### src/rtl/fpstk_pkg.sv
package fpstk_pkg;
  typedef enum logic {
    OP_PUSH = 1'b0,
    OP_POP  = 1'b1
  } fpstk_op_e;

  typedef struct packed {
    logic c1;
    logic fault;
  } fpstk_stat_t;
endpackage

### src/rtl/fpstk_regfile.sv
module fpstk_regfile #(
  parameter int DEPTH  = 8,
  parameter int DATA_W = 80,
  localparam int PTR_W = $clog2(DEPTH)
) (
  input  logic              clk_i,
  input  logic              rst_ni,
  input  logic              wr_en_i,
  input  logic [PTR_W-1:0]  wr_idx_i,
  input  logic [DATA_W-1:0] wr_data_i,
  input  logic              clr_en_i,
  input  logic [PTR_W-1:0]  clr_idx_i,
  input  logic [PTR_W-1:0]  ra_idx_i,
  output logic [DATA_W-1:0] ra_data_o,
  input  logic [PTR_W-1:0]  rb_idx_i,
  output logic [DATA_W-1:0] rb_data_o,
  output logic [DEPTH-1:0]  tags_o
);
  logic [DATA_W-1:0] data_q [DEPTH];
  logic [DEPTH-1:0]  tag_q;

  for (genvar g = 0; g < DEPTH; g++) begin : g_slot
    always_ff @(posedge clk_i or negedge rst_ni) begin
      if (!rst_ni)                                     tag_q[g] <= 1'b0;
      else if (wr_en_i && wr_idx_i == PTR_W'(g))       tag_q[g] <= 1'b1;
      else if (clr_en_i && clr_idx_i == PTR_W'(g))     tag_q[g] <= 1'b0;
    end

    always_ff @(posedge clk_i or negedge rst_ni) begin
      if (!rst_ni)                                     data_q[g] <= '0;
      else if (wr_en_i && wr_idx_i == PTR_W'(g))       data_q[g] <= wr_data_i;
    end
  end

  assign ra_data_o = data_q[ra_idx_i];
  assign rb_data_o = data_q[rb_idx_i];
  assign tags_o    = tag_q;

  // a written slot is tagged valid and holds the data
  a_r2_write_tags: assert property (@(posedge clk_i) disable iff (!rst_ni)
    wr_en_i |=> tag_q[$past(wr_idx_i)] && data_q[$past(wr_idx_i)] == $past(wr_data_i));
  // a cleared slot reads empty
  a_r9_clear_empty: assert property (@(posedge clk_i) disable iff (!rst_ni)
    clr_en_i && !wr_en_i |=> !tag_q[$past(clr_idx_i)]);
  a_r9_no_dual: assert property (@(posedge clk_i) disable iff (!rst_ni)
    !(wr_en_i && clr_en_i));
endmodule

### src/rtl/fpstk_ctrl.sv
module fpstk_ctrl
  import fpstk_pkg::*;
#(
  parameter int DEPTH  = 8,
  parameter int DATA_W = 80,
  parameter int EXP_W  = 15,
  localparam int PTR_W = $clog2(DEPTH),
  localparam int MAN_W = DATA_W - EXP_W - 1
) (
  input  logic              clk_i,
  input  logic              rst_ni,
  input  logic              accept_i,
  input  fpstk_op_e         op_i,
  input  logic              src_reg_i,
  input  logic [PTR_W-1:0]  src_idx_i,
  input  logic [DATA_W-1:0] load_data_i,
  input  logic              ia_mask_i,
  input  logic [DEPTH-1:0]  tags_i,
  input  logic [DATA_W-1:0] src_data_i,
  output logic [PTR_W-1:0]  top_o,
  output logic [PTR_W-1:0]  src_phys_o,
  output logic              wr_en_o,
  output logic [PTR_W-1:0]  wr_idx_o,
  output logic [DATA_W-1:0] wr_data_o,
  output logic              clr_en_o,
  output logic [PTR_W-1:0]  clr_idx_o,
  output fpstk_stat_t       stat_o
);
  localparam logic [DATA_W-1:0] INDEF = {1'b1, {EXP_W{1'b1}}, 2'b11, {(MAN_W-2){1'b0}}};

  logic [PTR_W-1:0] top_q, dest_phys;
  logic             push_ov, push_un, pop_un, fault, commit, is_pop;
  fpstk_stat_t      stat_q;

  assign is_pop     = (op_i == OP_POP);
  assign dest_phys  = top_q - 1'b1;
  assign src_phys_o = top_q + src_idx_i;

  // source tag sampled against the old top, before the decrement
  assign push_ov = tags_i[dest_phys];
  assign push_un = src_reg_i && !tags_i[src_phys_o];
  assign pop_un  = !tags_i[top_q];
  assign fault   = is_pop ? pop_un : (push_ov || push_un);
  assign commit  = accept_i && (!fault || ia_mask_i);

  assign wr_en_o   = commit && !is_pop;
  assign wr_idx_o  = dest_phys;
  assign wr_data_o = fault ? INDEF : (src_reg_i ? src_data_i : load_data_i);
  assign clr_en_o  = commit && is_pop;
  assign clr_idx_o = top_q;

  always_ff @(posedge clk_i or negedge rst_ni) begin
    if (!rst_ni)     top_q <= '0;
    else if (commit) top_q <= is_pop ? top_q + 1'b1 : dest_phys;
  end

  always_ff @(posedge clk_i or negedge rst_ni) begin
    if (!rst_ni) stat_q <= '0;
    else if (accept_i) begin
      stat_q.c1    <= !is_pop && push_ov;
      stat_q.fault <= fault;
    end
  end

  assign top_o  = top_q;
  assign stat_o = stat_q;

  a_r2_top_dec: assert property (@(posedge clk_i) disable iff (!rst_ni)
    wr_en_o |=> top_q == $past(top_q) - 1'b1);
  a_r2_st0_valid: assert property (@(posedge clk_i) disable iff (!rst_ni)
    wr_en_o |=> tags_i[top_q]);
  a_r4_c1_overflow: assert property (@(posedge clk_i) disable iff (!rst_ni)
    accept_i && !is_pop && tags_i[top_q - 1'b1] |=> stat_q.c1 && stat_q.fault);
  a_r6_underflow: assert property (@(posedge clk_i) disable iff (!rst_ni)
    accept_i && !is_pop && src_reg_i && !tags_i[src_phys_o] |=> stat_q.fault);
  a_r8_hold: assert property (@(posedge clk_i) disable iff (!rst_ni)
    accept_i && fault && !ia_mask_i |=> $stable(top_q) && $stable(tags_i));
  a_r9_pop_inc: assert property (@(posedge clk_i) disable iff (!rst_ni)
    clr_en_o |=> top_q == $past(top_q) + 1'b1 && !stat_q.c1);
  a_r10_idle: assert property (@(posedge clk_i) disable iff (!rst_ni)
    !accept_i |=> $stable(top_q) && $stable(stat_q) && $stable(tags_i));
endmodule

### src/rtl/fpstk_unit.sv
module fpstk_unit
  import fpstk_pkg::*;
#(
  parameter int DEPTH  = 8,
  parameter int EXP_W  = 15,
  parameter int MAN_W  = 64,
  localparam int DATA_W = 1 + EXP_W + MAN_W,
  localparam int PTR_W  = $clog2(DEPTH)
) (
  input  logic              clk_i,
  input  logic              rst_ni,
  input  logic              cmd_valid_i,
  output logic              cmd_ready_o,
  input  logic              cmd_pop_i,
  input  logic              cmd_src_reg_i,
  input  logic [PTR_W-1:0]  cmd_src_idx_i,
  input  logic [DATA_W-1:0] cmd_data_i,
  input  logic              ia_mask_i,
  input  logic [PTR_W-1:0]  rd_idx_i,
  output logic [DATA_W-1:0] rd_data_o,
  output logic              rd_valid_o,
  output logic [PTR_W-1:0]  top_o,
  output logic              c1_o,
  output logic              stack_fault_o
);
  logic              ready_q, accept;
  logic              wr_en, clr_en;
  logic [PTR_W-1:0]  wr_idx, clr_idx, src_phys, rd_phys;
  logic [DATA_W-1:0] wr_data, src_data;
  logic [DEPTH-1:0]  tags;
  fpstk_stat_t       stat;
  fpstk_op_e         op;

  always_ff @(posedge clk_i or negedge rst_ni) begin
    if (!rst_ni) ready_q <= 1'b0;
    else         ready_q <= 1'b1;
  end

  assign cmd_ready_o = ready_q;
  assign accept      = cmd_valid_i && ready_q;
  assign op          = cmd_pop_i ? OP_POP : OP_PUSH;

  fpstk_ctrl #(.DEPTH(DEPTH), .DATA_W(DATA_W), .EXP_W(EXP_W)) u_ctrl (
    .clk_i       (clk_i),
    .rst_ni      (rst_ni),
    .accept_i    (accept),
    .op_i        (op),
    .src_reg_i   (cmd_src_reg_i),
    .src_idx_i   (cmd_src_idx_i),
    .load_data_i (cmd_data_i),
    .ia_mask_i   (ia_mask_i),
    .tags_i      (tags),
    .src_data_i  (src_data),
    .top_o       (top_o),
    .src_phys_o  (src_phys),
    .wr_en_o     (wr_en),
    .wr_idx_o    (wr_idx),
    .wr_data_o   (wr_data),
    .clr_en_o    (clr_en),
    .clr_idx_o   (clr_idx),
    .stat_o      (stat)
  );

  assign rd_phys = top_o + rd_idx_i;

  fpstk_regfile #(.DEPTH(DEPTH), .DATA_W(DATA_W)) u_regs (
    .clk_i     (clk_i),
    .rst_ni    (rst_ni),
    .wr_en_i   (wr_en),
    .wr_idx_i  (wr_idx),
    .wr_data_i (wr_data),
    .clr_en_i  (clr_en),
    .clr_idx_i (clr_idx),
    .ra_idx_i  (src_phys),
    .ra_data_o (src_data),
    .rb_idx_i  (rd_phys),
    .rb_data_o (rd_data_o),
    .tags_o    (tags)
  );

  assign rd_valid_o    = tags[rd_phys];
  assign c1_o          = stat.c1;
  assign stack_fault_o = stat.fault;

  // ready rises only after reset is released
  a_r1_ready: assert property (@(posedge clk_i) disable iff (!rst_ni)
    $past(rst_ni) |-> cmd_ready_o);
endmodule

### config.mk
export PLATFORM = sky130hd
export DESIGN_NAME = fpstk_unit
export DESIGN_NICKNAME = d
export VERILOG_FILES = /design/src/rtl/fpstk_pkg.sv /design/src/rtl/fpstk_regfile.sv /design/src/rtl/fpstk_ctrl.sv /design/src/rtl/fpstk_unit.sv
export SDC_FILE = /design/constraint.sdc
export NUM_CORES = 2
export LEC_CHECK = 0
export ABC_AREA = 1
export ABC_CLOCK_PERIOD_IN_PS = 2900
export BUFFER_PORTS_ARGS = -buffer_cell sky130_fd_sc_hd__buf_4
export CAP_MARGIN = 30
export CORE_UTILIZATION = 50
export CTS_BUF_LIST = sky130_fd_sc_hd__clkbuf_4 sky130_fd_sc_hd__clkbuf_8 sky130_fd_sc_hd__clkbuf_16
export CTS_CLUSTER_DIAMETER = 30
export DETAILED_ROUTE_END_ITERATION = 8
export PLACE_DENSITY = 0.7
export REMOVE_ABC_BUFFERS = 1
export SETUP_SLACK_MARGIN = 0.2
export SYNTH_ARGS = -nofsm -noshare
export SYNTH_HDL_FRONTEND = slang
export SYNTH_SLANG_ARGS = --single-unit
### constraint.sdc
create_clock -name clk_i -period 2.9 [get_ports clk_i]
set_input_delay 0.29 -clock clk_i [delete_from_list [all_inputs] [get_ports clk_i]]
set_output_delay 0.29 -clock clk_i [all_outputs]
set_load 0.005 [all_outputs]
Word level (Yosys, flattened, before mapping)
Cells that the tools add are included.
{"block": "op_classes", "addsub": 4, "magnitude_cmp": 6, "n_eq_ne": 14, "muxes": 35, "bitwise_logic": 2, "n_reduce_logical": 38}
{"op": "binary-select mux 80 bit (select 3 bit)", "n": 2}
{"op": "two-way mux 80 bit", "n": 6}
{"op": "== test 3 bit (second input constant)", "n": 8}
{"op": "logical AND 1 bit", "n": 22}
{"op": "two-way mux 1 bit", "n": 22}
{"op": "< comparator 3 x 4 -> 1 bit (second input constant)", "n": 4}
{"op": "nonzero test 2 bit", "n": 8}
{"op": "binary-select mux 1 bit (select 3 bit)", "n": 4}
{"op": "== test 3 x 2 -> 1 bit (second input constant)", "n": 4}
{"op": ">= comparator 4 bit (second input constant)", "n": 2}
{"op": "NOT 3 -> 4 bit", "n": 2}
{"op": "adder 3 bit", "n": 2}
{"op": "== test 3 x 1 -> 1 bit (second input constant)", "n": 2}
{"op": "zero test 3 bit", "n": 2}
{"op": "zero test 1 bit", "n": 4}
{"op": "adder 3 x 1 -> 3 bit (second input constant)", "n": 1}
{"op": "two-way mux 3 bit", "n": 1}
{"op": "subtractor 3 x 1 -> 3 bit (second input constant)", "n": 1}
{"op": "logical OR 1 bit", "n": 2}
{"block": "totals", "ff_bits": 654, "in_bits": 92, "out_inout_bits": 87, "wordCells": 119}

Logic depth before layout (Yosys ltp)
{"block": "depth", "word_depth": 14, "depth_mapped": 19, "ltp_nobuf": 17}

Cells and area by module
Synthesis repeated with hierarchy kept, for this count alone.
{"block": "unflattened", "cells_unflattened": 6228, "area_unflattened_um2": 39793.2}
{"module": "fpstk_regfile", "instances": 1, "cells_per_inst": 5799, "area_each_um2": 37419.6}
{"module": "fpstk_ctrl", "instances": 1, "cells_per_inst": 386, "area_each_um2": 2154.6}
{"module": "fpstk_unit", "instances": 1, "cells_per_inst": 43, "area_each_um2": 219.0}

Worst setup path before layout
No wires, ideal clock.
{"block": "synth_path", "kind": "register -> register", "startpoint": "register u_ctrl.top_q[1], in the netlist u_ctrl.clr_idx_o[1]", "endpoint": "register u_regs.data_q[142] (netlist name)", "setup_time_ns": 0.135, "t_arrival_ns": 2.621, "setup_slack_ns": 0.144, "stages_incl_launch_ff": 14, "path_buffers": 4, "synth_period_minus_slack_ns": 2.756, "cell_sequence": "dfrtp_1 > inv_1 > fa_1 > buf_2 > buf_2 > buf_2 > buf_2 > a21oi_1 > o21ai_0 > o21ai_0 > nor2_1 > o21ai_0 > nor2_1 > o21ai_1"}
{"block": "synth_between", "elab_chain_len": 12, "elab_cells_between_ends": 25, "classes_between": "2 x add/sub; 1 x eq/ne; 12 x mux; 1 x bitwise; 9 x reduce/logical"}
{"item": "start: declaration", "line": "fpstk_ctrl.sv:31", "rtl": "logic [PTR_W-1:0] top_q, dest_phys;"}
{"item": "start signal: assignment", "line": "fpstk_ctrl.sv:54", "rtl": "else if (commit) top_q <= is_pop ? top_q + 1'b1 : dest_phys;"}
{"item": "adder 3 bit", "line": "fpstk_ctrl.sv:37", "rtl": "assign src_phys_o = top_q + src_idx_i;"}
{"item": "binary-select mux 1 bit (select 3 bit)", "line": "fpstk_ctrl.sv:41", "rtl": "assign push_un = src_reg_i && !tags_i[src_phys_o];"}
{"item": "two-way mux 1 bit (not written as such)", "line": "fpstk_ctrl.sv:41"}
{"item": "zero test 1 bit", "line": "fpstk_ctrl.sv:41"}
{"item": "logical AND 1 bit", "line": "fpstk_ctrl.sv:41"}
{"item": "logical OR 1 bit", "line": "fpstk_ctrl.sv:43", "rtl": "assign fault = is_pop ? pop_un : (push_ov || push_un);"}
{"item": "two-way mux 1 bit", "line": "fpstk_ctrl.sv:43"}
{"item": "zero test 1 bit", "line": "fpstk_ctrl.sv:44", "rtl": "assign commit = accept_i && (!fault || ia_mask_i);"}
{"item": "logical OR 1 bit", "line": "fpstk_ctrl.sv:44"}
{"item": "logical AND 1 bit", "line": "fpstk_ctrl.sv:44"}
{"item": "logical AND 1 bit", "line": "fpstk_ctrl.sv:46", "rtl": "assign wr_en_o = commit && !is_pop;"}
{"item": "logical AND 1 bit", "line": "fpstk_regfile.sv:31", "rtl": "else if (wr_en_i && wr_idx_i == PTR_W'(g)) data_q[g] <= wr_data_i;"}
{"item": "end signal: indexed assignment", "line": "fpstk_regfile.sv:31"}
{"item": "end: declaration", "line": "fpstk_regfile.sv:19", "rtl": "logic [DATA_W-1:0] data_q [DEPTH];"}
Parallel ways exist; a longest one is shown, timed or not. The select of a mux whose other input is x is not followed.
A chain may end at the register's enable or synchronous reset.

Worst setup path after layout
{"block": "layout_path", "startpoint": "register u_ctrl.top_q[0], in the netlist u_ctrl.clr_idx_o[0]", "endpoint": "output rd_data_o[66]"}
{"block": "layout_between", "elab_chain_len": 5}
{"item": "adder 3 bit", "line": "fpstk_unit.sv:64", "rtl": "assign rd_phys = top_o + rd_idx_i;"}
{"item": "NOT 3 -> 4 bit (not written as such)", "line": "fpstk_regfile.sv:36", "rtl": "assign rb_data_o = data_q[rb_idx_i];"}
{"item": "binary-select mux 80 bit (select 3 bit)", "line": "fpstk_regfile.sv:36"}
{"item": "two-way mux 80 bit (not written as such) (2 in series)", "line": "fpstk_regfile.sv:36"}
{"item": "end: declaration", "line": "fpstk_unit.sv:20", "rtl": "output logic [DATA_W-1:0] rd_data_o,"}
Every way passes these cells. The select of a mux whose other input is x is not followed.

==> impl_metrics.json <==
{
  "outcome": "finished with violations",
  "num_io_pins": 179,
  "synth_edf_count": 0,
  "final_area_um2": 48090,
  "area_delta_synth_final_pct": 30.76,
  "cts_max_path_buffers": 3,
  "gp_congestion": 0.8581,
  "vdd_drop_max_v": 0.001038,
  "cp-end-kind": "output pin",
  "arrival_ps": 3470,
  "worstPathMaxFanout": 12,
  "routed_wl_um": 128700,
  "drc": 0,
  "max_cap_viol_count": 0,
  "violations": "setup timing",
  "route.met3.wl_um": 12190,
  "die_w_um": 273.2,
  "power.density_nw_per_um2": 1468,
  "cts_buffers": 153,
  "hold_violations": 0,
  "hp-class": "primary input to flip-flop",
  "hpwlAfterDp_um": 69610,
  "synthArstFlopShare_pct": 100.0,
  "tns_ps": -119290,
  "tightest_slew_ps": 560.7,
  "grt_pass1_wl_um": 191200,
  "clock_latency_ps": 730,
  "finalMaxSlewViolations": 0,
  "die_y_um": 273.2,
  "final_util_pct": 66.03,
  "crit_type": "flip-flop to output pin",
  "grt_overflow": 0,
  "critPathRequiredTime_ps": 2610,
  "synthCells": 5068,
  "worst_slack_ps": -859.9,
  "synth_top_cell_area_share_pct": 44.50,
  "grt_max_degree": 101,
  "clock_skew_ps": 21.85,
  "maxSlewHeadroom_pct": 62.62,
  "ys_ff_latch": 654,
  "clk_pin_slew_ps": 40,
  "port-buffer-count": 178,
  "total_power_mw": 70.60,
  "seq_area_frac_synth_pct": 44.50,
  "routedWlPerCell_um": 20.13,
  "wl_met2_um": 59640,
  "diodes": 0,
  "core_region_area_um2": 72830,
  "yosysWarnings": 0,
  "setup_viol": 703,
  "htreeDepth": 4,
  "num_rows": 99,
  "fin_crit_ps": 3760,
  "placed_area_um2": 40200,
  "crit_path_start_kind": "flip-flop",
  "rsz0062_at_grt": "true",
  "synth_common_cells": "nand2_1, o21ai_0, dfrtp_1",
  "synth.most_common_cell": "nand2_1",
  "drive_above_1_share_pct": 17.33,
  "grt_use_total_pct": 32.40,
  "start_util_pct": 50.50,
  "dieArea_um2": 74650,
  "clock_tree.root_cell": "clkbuf_16",
  "final_nets": 5412,
  "top_layer": "met4",
  "synth.distinct_cells": 32,
  "avgSynthCellArea_um2": 7.257,
  "grt_pass1_vias": 35090,
  "yosysTopAreaCell": "dfrtp_1",
  "drtIter0Drc": 4597,
  "synthTopCellsByArea": "dfrtp_1, nand2_1, o21ai_0",
  "synthFlopType": "dfrtp_1",
  "via_per_inst": 5.851,
  "fmax_mhz": 266.0,
  "drtPass1Iterations": 8,
  "nFillCells": 5945,
  "clkSinkCount": 654,
  "p_leak_nw": 21.09,
  "fin_crit_sh_pct": 129.7,
  "wl_met1_um": 51640,
  "antenna_found_initial": 0,
  "postRouteAntennaNets": 0,
  "num_vias": 37410,
  "syn-cell-area_um2": 36780,
  "cts_tree": "done"
}
[power by group]
part           leakage (nW)  switching [mW]  internal, mW
Sequential             8.79            2.38          12.5
Combinational          9.52            22.4          14.6
Clock                  2.78            5.70          13.0
[routing by layer]
metal | track usage (%) | vias to the layer above
met5 | 0 | -
met4 | 15.32 | 0
met3 | 6.439 | 371
met2 | 51.79 | 1916
met1 | 42.26 | 17720
li1 | - | 17400
[final timing paths]
check | startpoint | to | slack, ps | cells past startpoint
min | cmd_data_i[72] | u_regs.data_q[312]$_DFFE_PN0P_ | 10 | 5
max | u_ctrl.clr_idx_o[0]$_DFFE_PN0N_ | rd_data_o[66] | -860 | 10
min reg2reg | u_regs.data_q[574]$_DFFE_PN0P_ | u_regs.data_q[574]$_DFFE_PN0P_ | 480 | 2
min in group asynchronous | rst_ni | u_regs.data_q[463]$_DFFE_PN0P_ | 80 | 2
max in group asynchronous | rst_ni | u_regs.data_q[118]$_DFFE_PN0P_ | 1830 | 3
max reg2reg | u_ctrl.clr_idx_o[0]$_DFFE_PN0N_ | u_regs.data_q[137]$_DFFE_PN0P_ | -290 | 17
[cell families (layout without fill, tap and decap cells)]
logic type | count (synthesis) | after routing | share of synthesized area, %
compound gates | 1884 | 1884 | 26.72
simple gates | 1751 | 1752 | 18.37
buf+inv | 743 | 1110 | 9.324
flops | 654 | 654 | 44.50
mux | 18 | 18 | 0.4899
fa+ha+maj | 12 | 12 | 0.4490
xor+xnor | 5 | 5 | 0.1395
other cells | 1 | 1 | 0.01020
[timing repair]
action,4_1_cts,5_1_grt
pin swaps,22,38
endpoints found under the setup margin,725,732
resized for setup,145,123
gates cloned,16,21
hold buffers,3,0
hold endpoints to repair,430,0
setup buffers,24,18
[flip-flops by register name, summed over array words and instances, names as in the netlist]
| name | count |
|---|---|
| u_ctrl.clr_idx_o | 3 |
| u_regs.tags_o | 8 |
| u_ctrl.stat_o | 2 |
| u_regs.data_q | 640 |
| cmd_ready_o | 1 |
[layout make-up]
cell class                      count  area, um2  share of cell area, %
Tap cell                          959       1200                  2.495
Sequential cell                   654      16370                  34.03
Clock buffer                      191       4269                  8.877
Timing Repair Buffer              494       5953                  12.38
Clock inverter                     92       1383                  2.875
Timing Repair inverter              1      11.26                0.02341
Multi-Input combinational cell   3672      17630                  36.67
Inverter                          332       1277                  2.656
[worst max-delay path, stage by stage (launching register included)]
cell,delay (ps)
dfrtp_1,380
buf_6,120
ha_4,150
fa_4,600
buf_12,200
buf_4,190
buf_16,170
a21oi_1,180
o21ai_0,160
a31oi_1,370
buf_4,190
[per-stage QoR]
stage	hold WS, ps	setup WS (ps)	instances
2_1_floorplan	-5.591	-10280	4657
3_3_place_gp	242.3	-137.1	6030
3_5_place_dp	242.1	-131.0	6030
4_1_cts	14.86	-773.4	6356
5_1_grt	15.68	-911.9	6395
6_report	14.46	-859.9	6395
[cell usage in the layout, fill, tap and decap left out, types with 97 or more instances in the layout]
| master | Yosys | routed |
|---|---|---|
| nand2_1 | 1116 | 1091 |
| a21oi_1 | 373 | 372 |
| o21ai_1 | 631 | 663 |
| dfrtp_1 | 654 | 654 |
| clkbuf_16 | 0 | 168 |
| buf_12 | 0 | 97 |
| nor2_1 | 600 | 549 |
| o21ai_0 | 686 | 648 |
| inv_1 | 325 | 324 |
| buf_4 | 8 | 316 |
Note: power is estimated with default switching activity, not from simulation.
